`config.mk`:
```
export PLATFORM = sky130hd
export DESIGN_NAME = lsu_node_update
export DESIGN_NICKNAME = d
export VERILOG_FILES = /design/src/rtl/lsu_pkg.sv /design/src/rtl/lsu_diff.sv /design/src/rtl/lsu_norm.sv /design/src/rtl/lsu_combine.sv /design/src/rtl/lsu_pipe.sv /design/src/rtl/lsu_node_update.sv
export SDC_FILE = /design/constraint.sdc
export NUM_CORES = 1
export LEC_CHECK = 0
export CELL_PAD_IN_SITES_DETAIL_PLACEMENT = 1
export CELL_PAD_IN_SITES_GLOBAL_PLACEMENT = 1
export CORE_ASPECT_RATIO = 1.2
export CORE_MARGIN = 4
export CORE_UTILIZATION = 35
export DETAILED_ROUTE_END_ITERATION = 6
export GPL_TIMING_DRIVEN = 0
export MAX_ROUTING_LAYER = met4
export PLACE_DENSITY = 0.68
export RECOVER_POWER = 25
export SLEW_MARGIN = 20
export SYNTH_ARGS = -nofsm -noshare
export SYNTH_HDL_FRONTEND = slang
export SYNTH_SLANG_ARGS = --single-unit
```
`constraint.sdc`:
```
create_clock -name clk -period 30.5 [get_ports clk]
set_input_delay 6.1 -clock clk [delete_from_list [all_inputs] [get_ports clk]]
set_output_delay 6.1 -clock clk [all_outputs]
set_load 0.1 [all_outputs]
```
`src/rtl/lsu_pkg.sv`:
```
package lsu_pkg;

    localparam int unsigned NBR_COUNT = 4;

    typedef enum logic [1:0] {
        SIDE_WEST  = 2'd0,
        SIDE_EAST  = 2'd1,
        SIDE_NORTH = 2'd2,
        SIDE_SOUTH = 2'd3
    } side_e;

    localparam int unsigned DEF_DATA_W = 12;
    localparam int unsigned DEF_FRAC_W = 8;
    localparam int unsigned DEF_STAGES = 4;

endpackage

```
`src/rtl/lsu_diff.sv`:
```
module lsu_diff #(
    parameter int unsigned DW    = 12,
    parameter int unsigned LANES = 4
) (
    input  logic [DW-1:0]             centre_i,
    input  logic [LANES-1:0][DW-1:0]  nbr_i,
    input  logic [LANES-1:0]          edge_i,
    output logic [LANES-1:0][DW-1:0]  term_o
);

    localparam int unsigned EW = DW + 1;

    for (genvar g = 0; g < LANES; g++) begin : g_lane
        logic [EW-1:0] gap;

        always_comb begin
            gap = {1'b0, centre_i} - {1'b0, nbr_i[g]};
            if (edge_i[g] || gap[EW-1]) begin
                term_o[g] = '0;
            end else begin
                term_o[g] = gap[DW-1:0];
            end
        end
    end

endmodule

```
`src/rtl/lsu_norm.sv`:
```
module lsu_norm #(
    parameter int unsigned DW    = 12,
    parameter int unsigned LANES = 4
) (
    input  logic [LANES-1:0][DW-1:0] term_i,
    output logic [DW-1:0]            norm_o
);

    always_comb begin
        norm_o = '0;
        for (int k = 0; k < LANES; k++) begin
            if (term_i[k] > norm_o) begin
                norm_o = term_i[k];
            end
        end
    end

endmodule

```
`src/rtl/lsu_combine.sv`:
```
module lsu_combine #(
    parameter int unsigned DW   = 12,
    parameter int unsigned FRAC = 8
) (
    input  logic [DW-1:0] centre_i,
    input  logic [DW-1:0] speed_i,
    input  logic [DW-1:0] norm_i,
    input  logic          grow_i,
    output logic [DW-1:0] next_o
);

    localparam int unsigned PW   = 2 * DW;
    localparam int unsigned BW   = DW + FRAC;
    localparam int unsigned AW   = ((BW > PW) ? BW : PW) + 2;
    localparam logic signed [AW-1:0] HALF = (AW'(1) << FRAC) >>> 1;
    localparam logic signed [AW-1:0] TOP  = (AW'(1) << DW) - AW'(1);

    logic [PW-1:0]          prod;
    logic signed [AW-1:0]   base;
    logic signed [AW-1:0]   delta;
    logic signed [AW-1:0]   acc;
    logic signed [AW-1:0]   scaled;

    always_comb begin
        prod  = {{DW{1'b0}}, speed_i} * {{DW{1'b0}}, norm_i};
        base  = AW'(centre_i) <<< FRAC;
        delta = AW'(prod);
        if (grow_i) begin
            acc = base + delta + HALF;
        end else begin
            acc = base - delta + HALF;
        end
        scaled = acc >>> FRAC;
        if (scaled < 0) begin
            next_o = '0;
        end else if (scaled > TOP) begin
            next_o = TOP[DW-1:0];
        end else begin
            next_o = scaled[DW-1:0];
        end
    end

endmodule

```
`src/rtl/lsu_pipe.sv`:
```
module lsu_pipe #(
    parameter int unsigned DW     = 12,
    parameter int unsigned STAGES = 4
) (
    input  logic          clk,
    input  logic          rst_n,
    input  logic          vld_i,
    input  logic [DW-1:0] val_i,
    output logic          vld_o,
    output logic [DW-1:0] val_o
);

    typedef struct packed {
        logic          vld;
        logic [DW-1:0] val;
    } slot_t;

    slot_t [STAGES-1:0] pipe_d;
    slot_t [STAGES-1:0] pipe_q;

    always_comb begin
        pipe_d[0].vld = vld_i;
        pipe_d[0].val = val_i;
        for (int k = 1; k < STAGES; k++) begin
            pipe_d[k] = pipe_q[k-1];
        end
    end

    always_ff @(posedge clk) begin
        if (!rst_n) begin
            pipe_q <= '0;
        end else begin
            pipe_q <= pipe_d;
        end
    end

    assign vld_o = pipe_q[STAGES-1].vld;
    assign val_o = pipe_q[STAGES-1].val;

    // Occupancy tracker used only by the checks below.
    localparam int unsigned CW = $clog2(STAGES + 1) + 1;
    logic [CW-1:0] fill_d;
    logic [CW-1:0] fill_q;

    always_comb begin
        fill_d = fill_q + CW'(vld_i) - CW'(vld_o);
    end

    always_ff @(posedge clk) begin
        if (!rst_n) begin
            fill_q <= '0;
        end else begin
            fill_q <= fill_d;
        end
    end

    AST_FILL_BOUND: assert property (@(posedge clk) disable iff (!rst_n)
        fill_q <= CW'(STAGES));
    AST_NO_PHANTOM: assert property (@(posedge clk) disable iff (!rst_n)
        vld_o |-> (fill_q != '0));

endmodule

```
`src/rtl/lsu_node_update.sv`:
```
module lsu_node_update
    import lsu_pkg::*;
#(
    parameter int unsigned DW     = DEF_DATA_W,
    parameter int unsigned FRAC   = DEF_FRAC_W,
    parameter int unsigned STAGES = DEF_STAGES
) (
    input  logic          clk,
    input  logic          rst_n,
    input  logic          vld_i,
    input  logic [DW-1:0] centre_i,
    input  logic [DW-1:0] west_i,
    input  logic [DW-1:0] east_i,
    input  logic [DW-1:0] north_i,
    input  logic [DW-1:0] south_i,
    input  logic [DW-1:0] speed_i,
    input  logic [3:0]    edge_i,
    input  logic          grow_i,
    output logic          vld_o,
    output logic [DW-1:0] value_o
);

    logic [NBR_COUNT-1:0][DW-1:0] nbr;
    logic [NBR_COUNT-1:0][DW-1:0] term;
    logic [DW-1:0]                norm;
    logic [DW-1:0]                next_val;

    always_comb begin
        nbr[SIDE_WEST]  = west_i;
        nbr[SIDE_EAST]  = east_i;
        nbr[SIDE_NORTH] = north_i;
        nbr[SIDE_SOUTH] = south_i;
    end

    lsu_diff #(.DW(DW), .LANES(NBR_COUNT)) u_diff (
        .centre_i (centre_i),
        .nbr_i    (nbr),
        .edge_i   (edge_i),
        .term_o   (term)
    );

    lsu_norm #(.DW(DW), .LANES(NBR_COUNT)) u_norm (
        .term_i (term),
        .norm_o (norm)
    );

    lsu_combine #(.DW(DW), .FRAC(FRAC)) u_combine (
        .centre_i (centre_i),
        .speed_i  (speed_i),
        .norm_i   (norm),
        .grow_i   (grow_i),
        .next_o   (next_val)
    );

    lsu_pipe #(.DW(DW), .STAGES(STAGES)) u_pipe (
        .clk   (clk),
        .rst_n (rst_n),
        .vld_i (vld_i),
        .val_i (next_val),
        .vld_o (vld_o),
        .val_o (value_o)
    );

    AST_NORM_COVERS: assert property (@(posedge clk) disable iff (!rst_n)
        (norm >= term[0]) && (norm >= term[1]) && (norm >= term[2]) && (norm >= term[3]));
    AST_NORM_PICKS: assert property (@(posedge clk) disable iff (!rst_n)
        (norm == term[0]) || (norm == term[1]) || (norm == term[2]) || (norm == term[3]));
    AST_SHRINK_MONO: assert property (@(posedge clk) disable iff (!rst_n)
        !grow_i |-> (next_val <= centre_i));
    AST_GROW_MONO: assert property (@(posedge clk) disable iff (!rst_n)
        grow_i |-> (next_val >= centre_i));
    AST_IDLE_SPEED: assert property (@(posedge clk) disable iff (!rst_n)
        (speed_i == '0) |-> (next_val == centre_i));

endmodule

```
==> flow_metrics.py, run 1 <==
metrics = {
    "layout": {
        "area_growth_pct": 13.64,
        "diodes": 0,
        "finalNetCount": 2005,
        "fillCellCount": 4201,
        "drive_gt1_share_pct": 3.762,
    },
    "route": {
        "drtIter0Drc": 346,
        "routed_via_density": 5.299,
        "post_drt_wl_per_cell_um": 18.39,
        "drt_pre_antenna_iters": 7,
        "finalWirelength_mm": 38.68,
        "drtAntennaViolNets": 0,
        "vias": 11150,
        "route.detailed.drc": 0,
    },
    "floorplanning": {
        "core_area_um2": 34170,
        "ios": 93,
        "die_x_um": 177.9,
        "initial_utilization_pct": 35.51,
        "die-area_um2": 37710,
        "rows": 74,
        "die_h_um": 211.9,
    },
    "cts": {
        "post_cts_buffers": 0,
        "hold_buffers": 0,
        "cts_tree": "built",
        "post_cts_resized": 0,
        "cts.path.max_buffers": 2,
        "root_buffer": "clkbuf_16",
        "cts_sinks": 52,
        "htree_levels": 2,
        "cts_inserted_buffers": 5,
        "path_clk_slew_ns": 0.07,
        "clkLatencyLatePin_ns": 0.28,
    },
    "critical_path": {
        "cpPeakStageDelay_ns": 1.04,
        "path_class": "input pin to flop",
        "worstSetupStartpointType": "input pin",
        "crit_family": "compound AO/OA/AOI/OAI gates",
        "path_buf_inv": 15,
        "end_kind": "flop",
        "crit_fanout": 10,
        "required_ns": 30.67,
        "slowest_stage": "clkdlybuf4s50_1",
        "crit_arrival_ns": 25.10,
    },
    "sta": {
        "tightest_slew_ns": 1.049,
        "grt_setup_unrepaired": "false",
        "finalHoldViolations": 0,
        "timing.final.crit_share_pct": 81.72,
        "finalWorstSetupSlack_ns": 5.575,
        "finClkSkew_ns": 0.004609,
        "final.setup.tns_ns": 0,
        "setup_viol": 0,
        "max_freq_mhz": 40.12,
        "fin_crit_ns": 24.93,
        "final-max-slew-violation-count": 0,
        "slew_headroom_pct": 29.75,
    },
    "synth": {
        "seq_area_frac_synth_pct": 8.582,
        "synth_ff_type": "dfxtp_1",
        "synth_top_family_by_area": "adder cells",
        "synth_simple_gate_area_share_pct": 22.16,
        "async_flop_share_pct": 0,
        "synth_fa_ha_area_share_pct": 35.17,
        "syn_area_um2": 12130,
        "ys_warn_count": 0,
        "avgSynthCellArea_um2": 7.831,
        "synth_compound_area_share_pct": 20.03,
        "synth_cell_types": 97,
        "syn_nets": 1907,
        "synth-seq-cells": 52,
        "syn_inst": 1549,
        "synth_xor_area_share_pct": 3.816,
        "synth_edf_count": 0,
        "synth_mux_area_share_pct": 1.052,
    },
    "flow_run": {
        "drv_cap": 0,
    },
    "worst_hold_path": {
        "hold_class": "flop to flop",
    },
    "global_routing": {
        "grt_max_degree": 17,
        "track_usage_pct": 21.06,
        "overflow": 0,
        "grt_pass1_wl_mm": 62.13,
        "grt_pass1_vias": 12080,
        "grt_antenna_before_repair": 0,
    },
    "placement": {
        "place_congestion": 0.9228,
        "port_buffers": 91,
        "place_hpwl_mm": 33.46,
        "place_ws_ns": 5.380,
    },
    "run_status": {
        "status": "finished, final reports clean",
    },
}
routing by layer:
layer  part of all wire (%)  track usage (%)  wire [um]
met1                     43            24.83      16770
met3                    2.9            1.465       1118
met5                      0                -          0
met2                     51            38.64      19620
met4                    3.0            5.470       1177
state kept, by name, summed over array words and instances (netlist names):
register and cells:
u_pipe.val_o 12, u_pipe.vld_o 1, u_pipe.pipe_d 39
cell usage after synthesis, drive strengths merged, types with 4 or more instances:
cell | n | share of area, %
and3 | 10 | 0.52
nor4 | 10 | 0.64
a31oi | 9 | 0.46
a21o | 21 | 1.3
a211o | 4 | 0.29
nor3 | 22 | 0.95
and4 | 4 | 0.29
fa | 105 | 17
nand2b | 21 | 1.1
inv | 237 | 7.3
nor3b | 6 | 0.37
xnor2 | 27 | 2.0
o21a | 17 | 1.1
clkbuf | 47 | 1.5
a211oi | 16 | 1.1
nor2b | 20 | 1.1
or3 | 13 | 0.67
o41ai | 4 | 0.51
ha | 173 | 18
nand4 | 16 | 0.83
a21boi | 23 | 1.4
dfxtp | 52 | 8.6
xor2 | 25 | 1.8
o31a | 5 | 0.36
nand3 | 29 | 1.2
nor2 | 91 | 2.8
o31ai | 8 | 0.61
mux2i | 9 | 0.77
buf | 7 | 0.37
a21oi | 105 | 4.7
nand2 | 149 | 4.6
and2 | 96 | 5.0
o21bai | 12 | 0.74
o21ai | 71 | 3.0
o211ai | 16 | 1.1
nand3b | 11 | 0.68
placed cells by master (no fill, tap or decap), drive strengths merged, types with 27 or more instances in the layout:
cell type / Yosys / routed
clkdlybuf4s50: 0 / 90
clkbuf: 47 / 53
fa: 105 / 105
nor2: 91 / 91
dfxtp: 52 / 52
inv: 237 / 238
ha: 173 / 173
and2: 96 / 96
nand2: 149 / 149
xnor2: 27 / 27
nand3: 29 / 29
o21ai: 71 / 71
a21oi: 105 / 105
final cells by class:
type                       instances  area [um^2]  share of cell area, %
tap                              456        570.5                  4.139
inverter                         238        893.4                  6.481
clock inverter                     2        38.79                 0.2814
sequential                        52         1041                  7.552
buffer                            54        221.5                  1.607
multi-input combinational       1205         9980                  72.40
clock buffer                       6        128.9                 0.9349
timing repair buffer              91        910.9                  6.608
cells by family (layout without fill, tap and decap cells):
family | count (synthesis) | count (layout)
compound gates | 349 | 349
buf+inv | 292 | 391
flops | 52 | 52
simple gates | 514 | 514
xor+xnor | 52 | 52
fa+ha+maj | 278 | 278
mux | 12 | 12
metrics by stage:
stage	hold slack (ns)	cell area (um^2)	utilization, %	std cells
after floorplan	0.4119	12130	-	1549
after global placement	0.4142	13610	39.84	2096
after detailed placement	0.4238	13620	39.86	2096
after CTS	0.4387	13780	40.35	2104
after global routing	0.4403	13780	40.35	2104
final	0.4348	13780	40.35	2104
path summary, 6_finish.rpt:
path                                                    from                      endpoint  slack (ns)  cells past startpoint
worst max-delay path                             centre_i[1]  u_pipe.pipe_d[19]$_SDFF_PP0_        5.57                     64
worst min-delay path            u_pipe.pipe_d[34]$_SDFF_PN0_  u_pipe.pipe_d[47]$_SDFF_PN0_        0.43                      1
worst max register to register  u_pipe.pipe_d[39]$_SDFF_PN0_    u_pipe.val_o[0]$_SDFF_PN0_       29.93                      1
worst min register to register  u_pipe.pipe_d[34]$_SDFF_PN0_  u_pipe.pipe_d[47]$_SDFF_PN0_        0.43                      1
Power of run 1 is left out: the tool's default activity adds up to more than one toggle a clock period on the data nets, which glitch-free logic cannot reach.
==> inputs of run 2 (changes only) <==
PLACE_DENSITY = 0.71   (was 0.68)
clock period = 20 ns   (was 30.5 ns; I/O delays follow)
==> run 2 against run 1 <==
  * Core utilization grew 2.1 points
  * Die area is the same
  * Largest cell class unchanged
  * Clock skew grew 0.0012 ns
==> flow_metrics.py, run 2 (synthesis gave the netlist of run 1 again) <==
metrics = {
    "placement": {
        "port_buffers": 91,
        "dp_cells": 2096,
        "place_area_um2": 13610,
        "place_congestion": 0.9331,
        "place_hpwl_mm": 33.29,
    },
    "cts": {
        "cts_tree": "built",
        "cts.path.max_buffers": 2,
        "path_clk_slew_ns": 0.07,
        "htree_levels": 2,
        "cts_inserted_buffers": 5,
        "cts_sinks": 52,
        "root_buffer": "clkbuf_16",
        "clkLatencyLatePin_ns": 0.29,
    },
    "route": {
        "vias": 11330,
        "route.detailed.drc": 0,
        "routed_via_density": 5.314,
        "drtIter0Drc": 387,
        "finalWirelength_mm": 39.40,
        "drtAntennaViolNets": 0,
        "post_drt_wl_per_cell_um": 18.48,
        "drt_pre_antenna_iters": 5,
    },
    "sta": {
        "slew_headroom_pct": 34.49,
        "setup_viol": 0,
        "fin_crit_ns": 19.31,
        "tightest_slew_ns": 0.9796,
        "final-max-slew-violation-count": 0,
        "finalHoldViolations": 0,
        "max_freq_mhz": 51.79,
        "final.setup.tns_ns": 0,
        "timing.final.crit_share_pct": 96.55,
        "finClkSkew_ns": 0.005850,
    },
    "worst_hold_path": {
        "hold_class": "flop to flop",
        "whs_path_depth": 1,
    },
    "layout": {
        "utilization_pct": 42.42,
        "diodes": 0,
        "mostFrequentLayoutCell": "inv_1",
        "design_area_um2": 14490,
        "finalNetCount": 2033,
        "largest_reg_flops": 39,
        "final_cell_mix": "inv_1 (233), ha_1 (169), nand2_1 (147)",
        "area_growth_pct": 19.47,
        "drive_gt1_share_pct": 10.26,
        "instances_no_fill": 2132,
    },
    "global_routing": {
        "track_usage_pct": 21.25,
        "overflow": 0,
        "grt_max_degree": 17,
        "grt_antenna_before_repair": 0,
        "grt_pass1_vias": 12240,
        "grt_pass1_wl_mm": 62.78,
    },
    "critical_path": {
        "r2r_cells": 1,
        "slowest_stage": "fa_1",
        "crit_arrival_ns": 19.48,
        "required_ns": 20.17,
        "end_kind": "flop",
        "cpPeakStageDelay_ns": 0.55,
        "worstSetupStartpointType": "input pin",
        "path_class": "input pin to flop",
        "crit_fanout": 10,
    },
    "floorplanning": {
        "die-area_um2": 37710,
        "core_area_um2": 34170,
        "die_x_um": 177.9,
        "die_h_um": 211.9,
        "ios": 93,
        "initial_utilization_pct": 35.51,
        "rows": 74,
    },
    "flow_run": {
        "drv_cap": 0,
    },
    "run_status": {
        "status": "finished, final reports clean",
    },
}
## run 2: changes by cell type in the layout (fill, tap and decap cells not counted), moves of 5 or more
cell	change
a21oi_1	-14
a21oi_2	+11
buf_4	+32
buf_6	+7
clkbuf_1	-20
clkbuf_2	+5
clkdlybuf4s50_1	-6
nor3_1	-5
nor3_2	+5
o21ai_0	-15
o21ai_2	+9
## run 2: timing repair
action                     4_1_cts  5_1_grt
gates resized for setup         72       94
hold buffers                     0        0
setup endpoints to repair       12       12
buffers inserted                 5       24
pin swaps                        6       24
gates cloned                     0        2
## run 2: routing by layer
layer | global-route usage (%) | vias to the layer above | part of all wire (%)
li1 | - | 5466 | -
met1 | 24.33 | 5604 | 42
met2 | 39.05 | 193 | 52
met3 | 1.697 | 67 | 2.9
met4 | 6.804 | 0 | 3.4
met5 | - | - | 0
## run 2: path summary, 6_finish.rpt
path	start	endpoint	slack [ns]
worst max-delay path	centre_i[0]	u_pipe.pipe_d[19]$_SDFF_PP0_	0.69
worst min-delay path	u_pipe.pipe_d[29]$_SDFF_PN0_	u_pipe.pipe_d[42]$_SDFF_PN0_	0.43
worst max register to register	u_pipe.pipe_d[22]$_SDFF_PP0_	u_pipe.pipe_d[35]$_SDFF_PN0_	19.42
worst min register to register	u_pipe.pipe_d[29]$_SDFF_PN0_	u_pipe.pipe_d[42]$_SDFF_PN0_	0.43
## run 2: stage by stage
step	hold slack (ns)	worst slack, ns
after floorplan	0.4119	1.308
after global placement	0.4145	-3.049
after detailed placement	0.4202	-3.265
after CTS	0.4335	0.0005720
after global routing	0.4471	-0.1550
final	0.4272	0.6903
## run 2: cell type report
| class | count | area [um^2] |
|---|---|---|
| multi-input cells | 1205 | 10350 |
| plain buffers | 50 | 295.3 |
| clock inverters | 2 | 38.79 |
| inverters | 238 | 903.4 |
| well taps | 456 | 570.5 |
| fillers | 4149 | 19670 |
| clock buffers | 6 | 128.9 |
| repair buffers | 123 | 1162 |
| flip-flops and latches | 52 | 1041 |
## run 2: critical path, delay by kind of cell
kind / cells / cell delay (ns)
compound gates: 25 / 4.87
fa+ha+maj: 12 / 4.46
buf+inv: 17 / 2.64
simple gates: 12 / 2.39
mux: 2 / 0.74
xor+xnor: 2 / 0.34
Power of run 2 is left out for the same reason.
